$ cat src/rtl/line_deglitch_pkg.sv
package line_deglitch_pkg;
  // time base encoding on the select pin
  typedef enum logic [1:0] {
    TB_BASE3 = 2'd0,
    TB_1US   = 2'd1,
    TB_10US  = 2'd2,
    TB_100US = 2'd3
  } tbase_e;

  // ticks per delay unit
  localparam int TICKS_PER_UNIT = 3;

  function automatic int cnt_width(input int dly_w);
    return $clog2(TICKS_PER_UNIT * ((1 << dly_w) - 1) + 1);
  endfunction
endpackage

$ cat src/rtl/ldg_sync.sv
module ldg_sync #(
  parameter int STAGES = 2,
  parameter bit RST_VAL = 1'b1
) (
  input  logic clk,
  input  logic rst_n,
  input  logic d,
  output logic q
);
  logic [STAGES-1:0] chain;

  always_ff @(posedge clk or negedge rst_n) begin
    if (!rst_n) chain <= {STAGES{RST_VAL}};
    else        chain <= {chain[STAGES-2:0], d};
  end

  assign q = chain[STAGES-1];
endmodule

$ cat src/rtl/ldg_tick_gen.sv
module ldg_tick_gen #(
  parameter int SEL_W     = 2,
  parameter int XTAL_DIV  = 3,
  parameter int US_DIV    = 24,
  parameter int DEC_RATIO = 10
) (
  input  logic             clk,
  input  logic             rst_n,
  input  logic [SEL_W-1:0] sel,
  output logic             tick
);
  localparam int NSRC = 1 << SEL_W;
  localparam int NDEC = NSRC - 2;
  localparam int XW   = $clog2(XTAL_DIV);
  localparam int UW   = $clog2(US_DIV);
  localparam int DW   = $clog2(DEC_RATIO);

  logic [NSRC-1:0] src;

  // base-clock/3 source, free running
  logic [XW-1:0] xcnt;
  always_ff @(posedge clk or negedge rst_n) begin
    if (!rst_n)                      xcnt <= '0;
    else if (xcnt == XW'(XTAL_DIV-1)) xcnt <= '0;
    else                             xcnt <= xcnt + XW'(1);
  end
  assign src[0] = (xcnt == XW'(XTAL_DIV-1));

  // microsecond source
  logic [UW-1:0] ucnt;
  always_ff @(posedge clk or negedge rst_n) begin
    if (!rst_n)                     ucnt <= '0;
    else if (ucnt == UW'(US_DIV-1)) ucnt <= '0;
    else                            ucnt <= ucnt + UW'(1);
  end
  assign src[1] = (ucnt == UW'(US_DIV-1));

  // decade stages, each counts pulses of the previous stage
  for (genvar g = 0; g < NDEC; g++) begin : g_dec
    logic [DW-1:0] dcnt;
    always_ff @(posedge clk or negedge rst_n) begin
      if (!rst_n) dcnt <= '0;
      else if (src[g+1]) begin
        if (dcnt == DW'(DEC_RATIO-1)) dcnt <= '0;
        else                          dcnt <= dcnt + DW'(1);
      end
    end
    assign src[g+2] = src[g+1] && (dcnt == DW'(DEC_RATIO-1));
  end

  assign tick = src[sel];
endmodule

$ cat src/rtl/ldg_filter_core.sv
module ldg_filter_core
  import line_deglitch_pkg::*;
#(
  parameter int DLY_W = 3
) (
  input  logic             clk,
  input  logic             rst_n,
  input  logic             line_in,
  input  logic             tick,
  input  logic [DLY_W-1:0] dly,
  output logic             line_out
);
  localparam int CNT_W = cnt_width(DLY_W);

  logic [CNT_W-1:0] cnt;
  logic [CNT_W-1:0] target;
  logic [CNT_W-1:0] cnt_nxt;
  logic             bypass;
  logic             differ;
  logic             reached;

  assign target  = CNT_W'(TICKS_PER_UNIT) * CNT_W'(dly);
  assign bypass  = (dly == '0);
  assign differ  = (line_in != line_out);
  assign cnt_nxt = cnt + CNT_W'(1);
  assign reached = (cnt_nxt >= target);

  always_ff @(posedge clk or negedge rst_n) begin
    if (!rst_n) begin
      cnt      <= '0;
      line_out <= 1'b1;
    end else if (bypass) begin
      cnt      <= '0;
      line_out <= line_in;
    end else if (!differ) begin
      cnt <= '0;
    end else if (tick) begin
      if (reached) begin
        cnt      <= '0;
        line_out <= line_in;
      end else begin
        cnt <= cnt_nxt;
      end
    end
  end
endmodule

$ cat src/rtl/line_deglitch.sv
module line_deglitch #(
  parameter int SEL_W     = 2,
  parameter int DLY_W     = 3,
  parameter int XTAL_DIV  = 3,
  parameter int US_DIV    = 24,
  parameter int DEC_RATIO = 10
) (
  input  logic             clk,
  input  logic             rst_n,
  input  logic             line_raw,
  input  logic [SEL_W-1:0] tick_sel,
  input  logic [DLY_W-1:0] dly,
  output logic             line_filt
);
  logic line_sync;
  logic tick;

  ldg_sync #(.STAGES(2), .RST_VAL(1'b1)) u_sync (
    .clk   (clk),
    .rst_n (rst_n),
    .d     (line_raw),
    .q     (line_sync)
  );

  ldg_tick_gen #(
    .SEL_W(SEL_W), .XTAL_DIV(XTAL_DIV), .US_DIV(US_DIV), .DEC_RATIO(DEC_RATIO)
  ) u_tick (
    .clk   (clk),
    .rst_n (rst_n),
    .sel   (tick_sel),
    .tick  (tick)
  );

  ldg_filter_core #(.DLY_W(DLY_W)) u_core (
    .clk      (clk),
    .rst_n    (rst_n),
    .line_in  (line_sync),
    .tick     (tick),
    .dly      (dly),
    .line_out (line_filt)
  );
endmodule

$ cat config.mk
export PLATFORM = sky130hd
export DESIGN_NAME = line_deglitch
export DESIGN_NICKNAME = d
export VERILOG_FILES = /design/src/rtl/line_deglitch_pkg.sv /design/src/rtl/ldg_sync.sv /design/src/rtl/ldg_tick_gen.sv /design/src/rtl/ldg_filter_core.sv /design/src/rtl/line_deglitch.sv
export SDC_FILE = /design/constraint.sdc
export NUM_CORES = 1
export LEC_CHECK = 0
export ABC_AREA = 1
export CAP_MARGIN = 20
export CORE_ASPECT_RATIO = 0.7
export CORE_MARGIN = 3
export CORE_UTILIZATION = 47
export DETAILED_ROUTE_END_ITERATION = 10
export PLACE_DENSITY = 0.73
export SYNTH_ARGS = -nofsm -noshare
export SYNTH_HDL_FRONTEND = slang
export SYNTH_SLANG_ARGS = --single-unit
$ cat constraint.sdc
create_clock -name clk -period 2.12 [get_ports clk]
set_input_delay 0.636 -clock clk [delete_from_list [all_inputs] [get_ports clk]]
set_output_delay 0.636 -clock clk [all_outputs]
set_load 0.03 [all_outputs]
### Yosys cells after proc, flatten, opt, wreduce, memory -nomap -nowiden

Index checks and enable logic that the tools add are counted.

* add/sub/neg operators: 5
* $mul: 1
* magnitude comparators: 2
* equal/unequal tests: 6
* muxes and demuxes: 14
* reduce and logical (&&, ||, !) cells: 7

Operators with widths (count)
* 5-bit two-way mux: 5
* 5-bit by 1-bit adder with 5-bit output (second input constant): 2
* 4-bit by 1-bit adder with 4-bit output (second input constant): 2
* 4-bit == test (second input constant): 2
* 4-bit two-way mux: 2
* 2-bit nonzero test: 3
* 5-bit == test (second input constant): 1
* 5-bit greater-or-equal comparator: 1
* 2-bit by 3-bit multiplier with 5-bit output (first input constant): 1
* 1-bit two-way mux: 5
* 3-bit logical NOT: 1
* 2-bit by 3-bit less-than comparator with 1-bit output (second input constant): 1
* 3-bit by 2-bit inequality test with 1-bit output (second input constant): 1
* 3-bit AND reduction: 1
* 2-bit by 1-bit adder with 2-bit output (second input constant): 1
* 1-bit binary-select mux with 2-bit select: 1
* 2-bit == test (second input constant): 1
* 1-bit logical AND: 2
* 2-bit two-way mux: 1
* 1-bit inequality test: 1

* register bits after elaboration: 23
* bits of input ports: 8
* output and inout bits: 1
* word-level logic and storage cells: 42

### Depth between registers and ports, before layout

* depth after elaboration: 8
* gate-level depth with buffers: 11

### By module

A second synthesis with hierarchy kept.

* cell total of the unflattened synthesis: 184
* area total of the unflattened synthesis: 1470.2 µm²

Modules (own cells, without submodules)
* ldg_tick_gen: times used 1, cells each 93, area each 773.2 µm²
* ldg_filter_core: times used 1, cells each 89, area each 644.4 µm²
* ldg_sync: times used 1, cells each 2, area each 52.6 µm²

### Least setup slack after synthesis

No wires, ideal clock.

* kind: input -> register
* start: input port dly[0]
* end: register u_core.cnt[1]
* setup time: 0.066 ns
* arrival: 2.343 ns
* data required time: 2.054 ns
* slack: -0.289 ns
* stages on the path: 11
* buffers on the path: 0
* cell sequence: ha_1 > fa_1 > xnor2_1 > ha_1 > nand2_1 > inv_1 > a21oi_1 > nand4_1 > nor2_1 > nand3_1 > nand2_1

* longest elaborated chain between the ends: 6
* elaborated cells on any way between the ends: 8
* those cells by class: mul: 1; order compare: 1; eq/ne: 1; mux: 4; reduce/logical: 1

Ends and longest elaborated chain
* start, declared: line line_deglitch.sv:12 `input logic [DLY_W-1:0] dly,`
* 2-bit by 3-bit multiplier with 5-bit output: line ldg_filter_core.sv:22 `assign target = CNT_W'(TICKS_PER_UNIT) * CNT_W'(dly);`
* 5-bit greater-or-equal comparator: line ldg_filter_core.sv:26 `assign reached = (cnt_nxt >= target);`
* 5-bit two-way mux: line ldg_filter_core.sv:38 `if (reached) begin`
* 5-bit two-way mux: line ldg_filter_core.sv:37 `end else if (tick) begin`
* 5-bit two-way mux: line ldg_filter_core.sv:35 `end else if (!differ) begin`
* 5-bit two-way mux: line ldg_filter_core.sv:32 `end else if (bypass) begin`
* end signal, assigned: line ldg_filter_core.sv:42 `cnt <= cnt_nxt;`
* end, declared: line ldg_filter_core.sv:15 `logic [CNT_W-1:0] cnt;`

Parallel ways exist; a longest one is shown, timed or not. The select of a mux whose other input is x is not followed.
A chain may end at the register's enable or synchronous reset.

### Worst setup path after layout

* start: input port dly[1]
* end: register u_core.cnt[0]

The elaborated chain is that of the path after synthesis.

==> results.md <==
Yosys:
- The sequential-to-total area share from yosys stat is ~44%.
- The share of async-settable or async-resettable flops after synthesis is 100%.
- The average cell area after synthesis is 8.93 um^2.
- The total nets after synthesis is 167.
- The combined area of all synthesized cells is approximately 0.0013 mm^2.
- For this run, the number of Yosys warnings is 0.
- The number of library cell types mapped by synthesis is 26.
- The cell count after synthesis came out at roughly 150.
- The number of flops mapped to enable cells by yosys is 0.
- The flip-flop and latch count after synthesis is 23.
- The leading register cell type out of synthesis is sky130_fd_sc_hd__dfrtp_1.

Worst setup path:
- The kind of cell adding the most delay to the critical path is adder cells.
- Walking the worst path, the cells encountered are buf_8, ha_4, fa_2, inv_2, ha_4, nand2_2, nand2_2, a21oi_2, nand4_1, nor2_4, nand3b_1, nand2_1.
- The required time at the worst-slack endpoint is ~2300 ps.
- The largest driver fanout on the critical path is 5.
- Counting both buffers and inverters, the worst setup path holds a total of 2.
- The largest single stage delay on the critical path is approximately 540 ps.
- The slowest stage of the critical path is the sky130_fd_sc_hd__fa_2 cell.
- The capturing element type of the critical path is a flop.
- The critical path class is in -> reg.
- The kind of start point of the critical path is a primary input.
- The data arrival time of the critical path is about 2600 ps.
- Setup slack on the worst reg-to-reg path comes out at -110 ps.

Timing:
- The sum of negative setup slack is -1370 ps.
- The count of pins over their slew limit is 0.
- For the pin with the worst max-slew slack, the measured transition is a little under 500 ps.
- The part of the cycle the worst path needs is 112%.
- Clock skew on the completed layout was measured at ~3.0 ps.
- The final critical path time including I/O delays and setup is 2370 ps.
- The tightest hold path in the finished design has a slack of 358 ps.
- Setup repair after global routing could not meet its margin everywhere.
- The count of endpoints failing hold in the final timing report came to 0.
- In this run the tightest slew margin relative to its limit is between 60 and 70%.
- The fmax is between 0.4 and 0.5 GHz.
- The least setup slack across all paths after layout is -251 ps.
- Setup violations remaining at the end of the flow were counted as 6.

Power and ir drop:
- The sequential cell fraction of total power is between 40% and 50%.
- The switching power of the nets is approximately 350 uW.
- Across the VDD grid, the largest voltage drop is 0.482 mV.
- The power per standard cell area is between 600 and 700 mW/mm^2.
- The completed layout was analyzed and its total power is approximately 1100 uW.
- The leakage component of the power is ~0.0008 uW.
- The part of the total power dissipated in combinational logic is a little under a third.
- The clock network is responsible for 24.8% of the overall power.
- The internal power of the cells totals 734 uW.
- Net switching is 32.1% of the power.

CTS:
- The H-tree depth is 1.
- The cell sitting at the root of the clock tree is a sky130_fd_sc_hd__clkbuf_8.
- In this run the post-CTS setup repair buffer count came out at 0.
- The number of buffers inserted during clock tree synthesis is 3.
- The clock latency at the later pin of the worst-skew pair is between 200 and 300 ps.
- The longest clock path from root to sink contains 2 buffers.
- The number of sinks driven by the clock tree is 23.
- Clock-pin slew was measured on the worst setup and hold paths at 80 ps.
- TritonCTS built the clock tree.

Place:
- Including well taps, the total number of placed cells is roughly 200.
- The number of buffer cells added on primary ports is 8.
- The pre-CTS setup slack is -897 ps.
- Summed over all nets, the half-perimeter wirelength after detailed placement is slightly below 2 mm.
- The final weighted congestion in routability-driven placement is 0.900.

Die:
- The number of ports placed on the die boundary is 9.
- The floorplan has 15 rows.
- The vertical die dimension is approximately 50 um.
- The effective utilization at floorplan is about 51%.
- The die is approximately 70 um wide.
- The area of the core is between 0.002 and 0.003 mm^2.
- The die covers ~0.0035 mm^2.

Drt:
- The number of design rule violations left after detail routing is 0.
- For this block, the initial DRC count from the detailed router was 85.
- The routed layout has ~1100 vias.
- In the final routed layout, each cell accounts on average for 13.1 um.
- The residual antenna-violating net count after detailed routing is 0.
- Dividing the detail-routed via count by the number of cells gives 5.27.
- Wires add up to 2.63 mm.
- The first-pass iteration count of the detailed router is 4.

Global routing:
- The number of antenna violations at the first check in global routing is 0.
- Entering global routing, the biggest net connects 24 pins.
- For this run, the total global-route usage over all layers was measured as 16.5%.
- The via count of the first global-routing pass is ~1000.
- The total overflow left after global routing is 0.
- The first global-routing pass estimated about 4.6 mm of wire.

Cells and area:
- 0 antenna diodes ended up in the layout.
- The number of cells in the finished layout apart from fillers is 200.
- The area growth from synthesis to layout is 22.9%.
- In the final layout, the share of cells above drive strength 1 is 24.1%.
- For this run, the post-layout net count is ~190.

Status:
- The final reports fail on setup timing.
- The flow ran to the end, but the final reports show violations.

Worst hold path:
- The path class of the tightest hold or removal check is reg -> reg.

Flow run:
- Across the run, the number of max-cap violations was 0.
-- state kept, by name (all words and copies together) (netlist names) --
| signal | cells |
|---|---|
| u_tick.g_dec.dcnt | 8 |
| u_core.cnt | 5 |
| u_tick.ucnt | 5 |
| u_sync.chain | 2 |
| u_tick.xcnt | 2 |
| u_core.line_out | 1 |
-- final timing paths --
| path | start | endpoint | depth (start not counted) |
|---|---|---|---|
| max | dly[1] | u_core.cnt[0] | 12 |
| min in group asynchronous | rst_n | u_tick.ucnt[4] | 2 |
| max reg2reg | u_core.cnt[1] | u_core.cnt[0] | 11 |
| max in group asynchronous | rst_n | u_sync.chain[1] | 2 |
| min reg2reg | u_sync.chain[0] | u_sync.chain[1] | 0 |
| min | u_sync.chain[0] | u_sync.chain[1] | 0 |
-- synth_stat cells, types with 2 or more instances --
library cell / n / share of area, %
sky130_fd_sc_hd__xor2_1: 5 / 3.3
sky130_fd_sc_hd__nand2_2: 2 / 0.95
sky130_fd_sc_hd__a21oi_1: 7 / 2.7
sky130_fd_sc_hd__o21ai_0: 5 / 1.9
sky130_fd_sc_hd__nand3_2: 2 / 1.5
sky130_fd_sc_hd__o21ai_1: 2 / 0.76
sky130_fd_sc_hd__nand4_1: 4 / 1.9
sky130_fd_sc_hd__inv_1: 17 / 4.9
sky130_fd_sc_hd__nand2_1: 29 / 8.3
sky130_fd_sc_hd__xnor2_1: 5 / 3.3
sky130_fd_sc_hd__nor2_1: 14 / 4.0
sky130_fd_sc_hd__ha_1: 11 / 10
sky130_fd_sc_hd__dfstp_2: 3 / 6.0
sky130_fd_sc_hd__dfrtp_1: 20 / 38
sky130_fd_sc_hd__nand3_1: 10 / 3.8
-- power by group through the flow --
stage | sequential (uW) | clock, uW | combinational [uW]
after floorplan | 512 | 0 | 151
after global placement | 491 | 0 | 277
after detailed placement | 492 | 0 | 289
after CTS | 483 | 273 | 293
after global routing | 487 | 292 | 355
final | 483 | 268 | 329
-- cells by family after synthesis --
kind of cell	synth area share, %
buf+inv	5.53
xor+xnor	6.67
simple gates	24.2
compound gates	7.44
flops	44.1
fa+ha+maj	12.0
-- worst reg2reg max path: cells and delay by family, from the launching register on --
kind                     cells  cell delay (ps)
adder cells (fa/ha/maj)      2              520
XOR/XNOR                     1              270
AND/OR/NAND/NOR              7              850
AO/OA/AOI/OAI                1              140
flip-flops                   1              390
-- layout by cell type (no fill, tap or decap), types with 3 or more instances in the layout --
master | Yosys | routed
sky130_fd_sc_hd__dfstp_2 | 3 | 3
sky130_fd_sc_hd__dfrtp_1 | 20 | 20
sky130_fd_sc_hd__clkdlybuf4s50_1 | 0 | 4
sky130_fd_sc_hd__nand3_2 | 2 | 6
sky130_fd_sc_hd__nand2_2 | 2 | 4
sky130_fd_sc_hd__a21oi_1 | 7 | 6
sky130_fd_sc_hd__ha_1 | 11 | 9
sky130_fd_sc_hd__xnor2_1 | 5 | 4
sky130_fd_sc_hd__inv_1 | 17 | 15
sky130_fd_sc_hd__nand2_1 | 29 | 27
sky130_fd_sc_hd__xor2_1 | 5 | 5
sky130_fd_sc_hd__o21ai_0 | 5 | 5
sky130_fd_sc_hd__nand4_1 | 4 | 4
sky130_fd_sc_hd__buf_4 | 0 | 6
sky130_fd_sc_hd__nor2_1 | 14 | 13
sky130_fd_sc_hd__nand3_1 | 10 | 6
sky130_fd_sc_hd__clkbuf_8 | 0 | 3
-- metrics by stage --
stage / utilization (%) / instance area, um^2
floorplan: - / 1340
global placement: 59.5 / 1520
detailed placement: 59.5 / 1520
CTS: 62.0 / 1580
global route: 63.2 / 1610
finish: 63.2 / 1610
-- repair_timing --
item | in CTS | in global routing
pin swaps | 12 | 11
resized for setup | 17 | 9
hold buffers | 0 | 0
setup endpoints to repair | 7 | 6
-- layer usage --
metal,vias to the layer above,global-route usage (%),part of all wire [%]
li1,511,-,-
met1,509,20.9,43
met2,28,27.5,51
met3,6,4.60,4.9
met4,0,5.52,1.6
met5,-,0,0
-- cell type report --
cell class / instances / area (um^2)
repair buffers: 15 / 141
flip-flops and latches: 23 / 579
inverters: 19 / 72.6
well taps: 34 / 42.5
clock buffers: 4 / 45.0
multi-input cells: 105 / 732
fillers: 224 / 940
(Power assumes the default switching activity.)
